<file path="config.mk">
export PLATFORM = sky130hd
export DESIGN_NAME = sdh_mul_top
export DESIGN_NICKNAME = d
export VERILOG_FILES = /design/src/rtl/sdh_pkg.sv /design/src/rtl/sdh_valid_pipe.sv /design/src/rtl/sdh_lane.sv /design/src/rtl/sdh_sticky.sv /design/src/rtl/sdh_mul_top.sv
export SDC_FILE = /design/constraint.sdc
export NUM_CORES = 2
export LEC_CHECK = 0
export BUFFER_PORTS_ARGS = -buffer_cell sky130_fd_sc_hd__buf_4
export CORE_MARGIN = 2
export CORE_UTILIZATION = 47
export DETAILED_ROUTE_END_ITERATION = 6
export PLACE_DENSITY = 0.66
export SYNTH_ARGS = -nofsm -noshare
export SYNTH_HDL_FRONTEND = slang
export SYNTH_HIERARCHICAL = 1
export SYNTH_SLANG_ARGS = --single-unit
</file>
<file path="constraint.sdc">
create_clock -name clk -period 15.1 [get_ports clk]
set_input_delay 1.51 -clock clk [delete_from_list [all_inputs] [get_ports clk]]
set_output_delay 1.51 -clock clk [all_outputs]
set_load 0.02 [all_outputs]
</file>
<file path="src/rtl/sdh_pkg.sv">
package sdh_pkg;

    localparam int LANE_W  = 16;
    localparam int PROD_W  = 2 * LANE_W;
    localparam int FRAC_SH = LANE_W - 1;

    typedef logic signed [LANE_W-1:0] lane_t;
    typedef logic signed [PROD_W-1:0] prod_t;

    localparam lane_t LANE_MIN = {1'b1, {(LANE_W-1){1'b0}}};
    localparam lane_t LANE_MAX = {1'b0, {(LANE_W-1){1'b1}}};

    // first-stage contents of one lane
    typedef struct packed {
        prod_t prod;
        logic  corner;
    } stage1_t;

    function automatic logic is_corner(lane_t a, lane_t b);
        return (a == LANE_MIN) && (b == LANE_MIN);
    endfunction

    // floor(prod / 2^FRAC_SH); fits in LANE_W bits whenever the pair is not the corner
    function automatic lane_t high_part(prod_t p);
        return p[PROD_W-2 -: LANE_W];
    endfunction

endpackage

</file>
<file path="src/rtl/sdh_valid_pipe.sv">
module sdh_valid_pipe #(
    parameter int DEPTH = 2
) (
    input  logic             clk,
    input  logic             rst,
    input  logic             vld_in,
    output logic [DEPTH-1:0] vld_taps
);
    logic [DEPTH-1:0] sr_q;

    always_ff @(posedge clk) begin
        if (rst) sr_q <= '0;
        else     sr_q <= {sr_q[DEPTH-2:0], vld_in};
    end

    assign vld_taps = sr_q;
endmodule

</file>
<file path="src/rtl/sdh_lane.sv">
module sdh_lane
    import sdh_pkg::*;
(
    input  logic  clk,
    input  logic  rst,
    input  logic  ld1,
    input  logic  ld2,
    input  lane_t op_a,
    input  lane_t op_b,
    output lane_t res,
    output logic  corner1
);
    stage1_t s1_q;
    prod_t   prod_c;
    lane_t   res_q;

    always_comb prod_c = PROD_W'(op_a) * PROD_W'(op_b);

    always_ff @(posedge clk) begin
        if (rst)      s1_q <= '0;
        else if (ld1) s1_q <= '{prod: prod_c, corner: is_corner(op_a, op_b)};
    end

    always_ff @(posedge clk) begin
        if (rst)      res_q <= '0;
        else if (ld2) res_q <= s1_q.corner ? LANE_MAX : high_part(s1_q.prod);
    end

    assign res     = res_q;
    assign corner1 = s1_q.corner;

    a_r2_corner_clamps: assert property (@(posedge clk) disable iff (rst)
        (ld2 && s1_q.corner) |=> (res_q == LANE_MAX));

    a_r1_neg_stays_neg: assert property (@(posedge clk) disable iff (rst)
        (ld2 && s1_q.prod < 0) |=> res_q[LANE_W-1]);

    a_r1_pos_stays_pos: assert property (@(posedge clk) disable iff (rst)
        (ld2 && !s1_q.corner && s1_q.prod >= 0) |=> !res_q[LANE_W-1]);

    a_r5_hold_when_idle: assert property (@(posedge clk) disable iff (rst)
        !ld2 |=> $stable(res_q));
endmodule

</file>
<file path="src/rtl/sdh_sticky.sv">
module sdh_sticky (
    input  logic clk,
    input  logic rst,
    input  logic hit,
    input  logic clr,
    output logic flag
);
    logic flag_q;

    always_ff @(posedge clk) begin
        if (rst)      flag_q <= 1'b0;
        else if (hit) flag_q <= 1'b1;
        else if (clr) flag_q <= 1'b0;
    end

    assign flag = flag_q;

    a_r6_stays_set: assert property (@(posedge clk) disable iff (rst)
        (flag_q && !clr) |=> flag_q);

    a_r7_set_beats_clear: assert property (@(posedge clk) disable iff (rst)
        hit |=> flag_q);

    a_r7_clear_works: assert property (@(posedge clk) disable iff (rst)
        (clr && !hit) |=> !flag_q);

    a_r9_no_spurious_set: assert property (@(posedge clk) disable iff (rst)
        (!hit && !flag_q) |=> !flag_q);
endmodule

</file>
<file path="src/rtl/sdh_mul_top.sv">
module sdh_mul_top
    import sdh_pkg::*;
#(
    parameter int N_LANES = 4,
    localparam int VEC_W  = N_LANES * LANE_W
) (
    input  logic             clk,
    input  logic             rst,
    input  logic             in_vld,
    input  logic [VEC_W-1:0] in_a,
    input  logic [VEC_W-1:0] in_b,
    input  logic             sat_clr,
    output logic             out_vld,
    output logic [VEC_W-1:0] out_res,
    output logic             sat_flag
);
    localparam int STAGES = 2;

    logic [STAGES-1:0]  vtap;
    logic [N_LANES-1:0] corner1;
    logic               sat_hit;

    sdh_valid_pipe #(.DEPTH(STAGES)) u_vpipe (
        .clk      (clk),
        .rst      (rst),
        .vld_in   (in_vld),
        .vld_taps (vtap)
    );

    for (genvar k = 0; k < N_LANES; k++) begin : g_lane
        sdh_lane u_lane (
            .clk     (clk),
            .rst     (rst),
            .ld1     (in_vld),
            .ld2     (vtap[0]),
            .op_a    (in_a[k*LANE_W +: LANE_W]),
            .op_b    (in_b[k*LANE_W +: LANE_W]),
            .res     (out_res[k*LANE_W +: LANE_W]),
            .corner1 (corner1[k])
        );
    end

    assign sat_hit = vtap[0] && (|corner1);

    sdh_sticky u_sticky (
        .clk  (clk),
        .rst  (rst),
        .hit  (sat_hit),
        .clr  (sat_clr),
        .flag (sat_flag)
    );

    assign out_vld = vtap[STAGES-1];

    // cycles since reset, saturating, so the latency check never looks before reset
    logic [1:0] age_q;
    always_ff @(posedge clk) begin
        if (rst)              age_q <= '0;
        else if (age_q != 2'd2) age_q <= age_q + 2'd1;
    end

    a_r4_valid_latency: assert property (@(posedge clk) disable iff (rst)
        (age_q == 2'd2) |-> (out_vld == $past(in_vld, 2)));

    a_r6_flag_with_output: assert property (@(posedge clk) disable iff (rst)
        ($rose(sat_flag) && age_q == 2'd2) |-> out_vld);
endmodule

</file>
==> impl_metrics.yaml <==
global_route:
  grt_antenna_before_repair: 0
  globalRouteOverflowTotal: 0
  grt_pass1_vias: 32600
  grt_pass1_wl_mm: 171
  grt_max_degree: 50
  grt.total_usage_pct: 23.5
logic_synthesis:
  synth_area_um2: 41900
  async_reset_ff_share_pct: 0
  yosys_warnings: 6
  yosys.area.top_type_share_pct: 48.8
  synth_top_area_cell: "fa_1"
  yosysUniqueCellTypes: 79
  synth_cells: 4561
  syn-num-nets: 6021
  yosysSeqAreaShare_pct: 6.45
  netlist_top_cells_area: "fa_1, inv_1, ha_1, and2_1, dfxtp_1"
  ys.flop_type: "dfxtp_1"
  synth_area_per_cell_um2: 9.18
  synth-edff-count: 0
  ys_ff_latch: 135
placed_design:
  dpl.hpwl_mm: 81.9
  place.port_buffers: 197
  gp_congestion: 0.869
timing:
  rsz0062_at_grt: "false"
  setup_violations: 0
  period_share_pct: 48.5
  max_slew.worst_pin.slew_ns: 0.874
  fin_skew_ns: 0.00718
  hold_violations: 0
  final-max-slew-violation-count: 0
  slew_headroom_pct: 40.2
  period_minus_slack_ns: 7.32
  fmax_mhz: 137
  tns_ns: 0
cts:
  post_cts_resized: 0
  clk_pin_slew_ns: 0.06
  clk_latency_ns: 0.43
  hold_buffers: 0
  cts_setup_buffers: 0
  numClockSinks: 135
  cts_tree: "done"
  cts_buffers: 17
  max-clock-path-buffers: 2
  root_buffer: "clkbuf_16"
  h-tree-depth: 4
worst_setup_path:
  required_ns: 15.48
  crit_top_cell: "fa_1"
  cpLargestDelayFamily: "adder cells"
  worstSetupPathType: "in -> reg"
  crit_path_max_fanout: 18
  crit_slowest_cell: "fa_1"
  path_cells: "buf_4, nand2_1, inv_1, fa_1, inv_1, fa_1, inv_1, fa_1, fa_1, fa_1, inv_1, fa_1, inv_1, ha_1, nand4_1, a31oi_1, o41ai_1, a21boi_1, or4_1, nand3_1"
  start_kind: "input port"
  critPathCaptureType: "flop"
  path_buf_inv: 6
  arrival_ns: 7.69
  slowest_delay_ns: 0.74
route:
  vias: 29900
  viasPerCell: 5.18
  routed_wl_mm: 99.9
  drt-pass1-iter-count: 5
  drt-wirelength-per-cell_um: 17.3
  drt_iter0_markers: 1766
  final_antenna_net_count: 0
  drc_errors: 0
run_status:
  outcome: "complete, no violations"
finish:
  fill_cells: 8330
  final_cell_mix: "inv_1, fa_1, nand2_1, and2_1, ha_1"
  area_growth_pct: 6.83
  layout-drive-gt1-share_pct: 5.82
  finalNetCount: 6053
  final_common_cell: "inv_1"
  diodes: 0
die:
  start_util_pct: 47.4
  die_area_um2: 91500
  coreArea_um2: 88400
  chipHeight_um: 303
  rows: 109
  die_x_um: 303
  ios: 198
run:
  max_cap_violations: 0
hold_path:
  hold_path_class: "reg -> reg"
==> cell families (layout without fill, tap and decap cells) <==
logic type      count (synthesis)  in the layout  synth area share, %
compound gates                294            294                 4.93
xor+xnor                       83             83                 1.87
simple gates                 1380           1380                 16.5
flops                         135            135                 6.45
fa+ha+maj                    1328           1328                 58.0
buf+inv                      1324           1369                 11.9
mux                            17             17                0.427
==> cell type report <==
cell class              instances  area, µm²  share of cell area, %
multi-input cells            3102      34200                   76.5
inverters                    1136       4260                   9.53
repair buffers                201       1510                   3.37
well taps                    1165       1460                   3.26
flip-flops and latches        135       2710                   6.05
clock buffers                  20        457                   1.02
clock inverters                12        140                  0.313
==> synth_stat cells, drive strengths merged, types with 45 or more instances <==
cell type  instances
nand2            536
clkbuf           183
o22ai             65
dfxtp            135
ha               308
o21ai             45
fa              1020
xnor2             68
inv             1136
and2             473
nor2             160
a21oi             58
==> worst reg2reg max path, delay by kind of cell (launching register included) <==
| kind | cells | cell delay (ns) |
|---|---|---|
| buf+inv | 1 | 0.52 |
| simple gates | 2 | 0.65 |
| flops | 1 | 0.54 |
| compound gates | 1 | 0.27 |
==> layer usage <==
metal / part of all wire, % / wire [µm] / global-route usage, % / vias to the layer above
li1: - / - / - / 13500
met1: 43 / 43300 / 32.9 / 15500
met2: 48 / 48000 / 38.6 / 814
met3: 6.9 / 6910 / 4.25 / 103
met4: 1.7 / 1690 / 4.40 / 0
met5: 0 / 0 / 0 / -
==> flip-flops by register name, indices dropped and copies added, names as in the netlist <==
signal / cells
g_lane.u_lane/corner1: 4
g_lane.u_lane/res: 64
g_lane.u_lane/s1_q: 64
u_sticky/flag: 1
u_vpipe/vld_taps: 2
==> final timing paths <==
check,startpoint,end,slack [ns],depth (start not counted)
max,in_a[31],g_lane[1].u_lane/s1_q[29]$_SDFFE_PP0P_,7.78,20
min,g_lane[1].u_lane/s1_q[22]$_SDFFE_PP0P_,g_lane[1].u_lane/s1_q[22]$_SDFFE_PP0P_,0.45,2
max reg2reg,u_vpipe/vld_taps[0]$_SDFF_PP0_,g_lane[3].u_lane/res[1]$_SDFFE_PP0P_,13.00,4
min reg2reg,g_lane[1].u_lane/s1_q[22]$_SDFFE_PP0P_,g_lane[1].u_lane/s1_q[22]$_SDFFE_PP0P_,0.45,2
==> per-stage QoR <==
step / hold slack, ns / util (%) / area [µm²] / instances / setup WS, ns
after global routing: 0.486 / 50.6 / 44700 / 5771 / 7.34
after detailed placement: 0.452 / 50.0 / 44100 / 5739 / 7.35
after global placement: 0.448 / 50.0 / 44100 / 5739 / 7.40
after floorplan: 0.426 / - / 41900 / 4561 / 7.67
final: 0.454 / 50.6 / 44700 / 5771 / 7.78
after CTS: 0.460 / 50.6 / 44700 / 5771 / 7.78
Power is not shown: default switching activity piles up to over one toggle a cycle in this logic, so the estimate is an artifact.
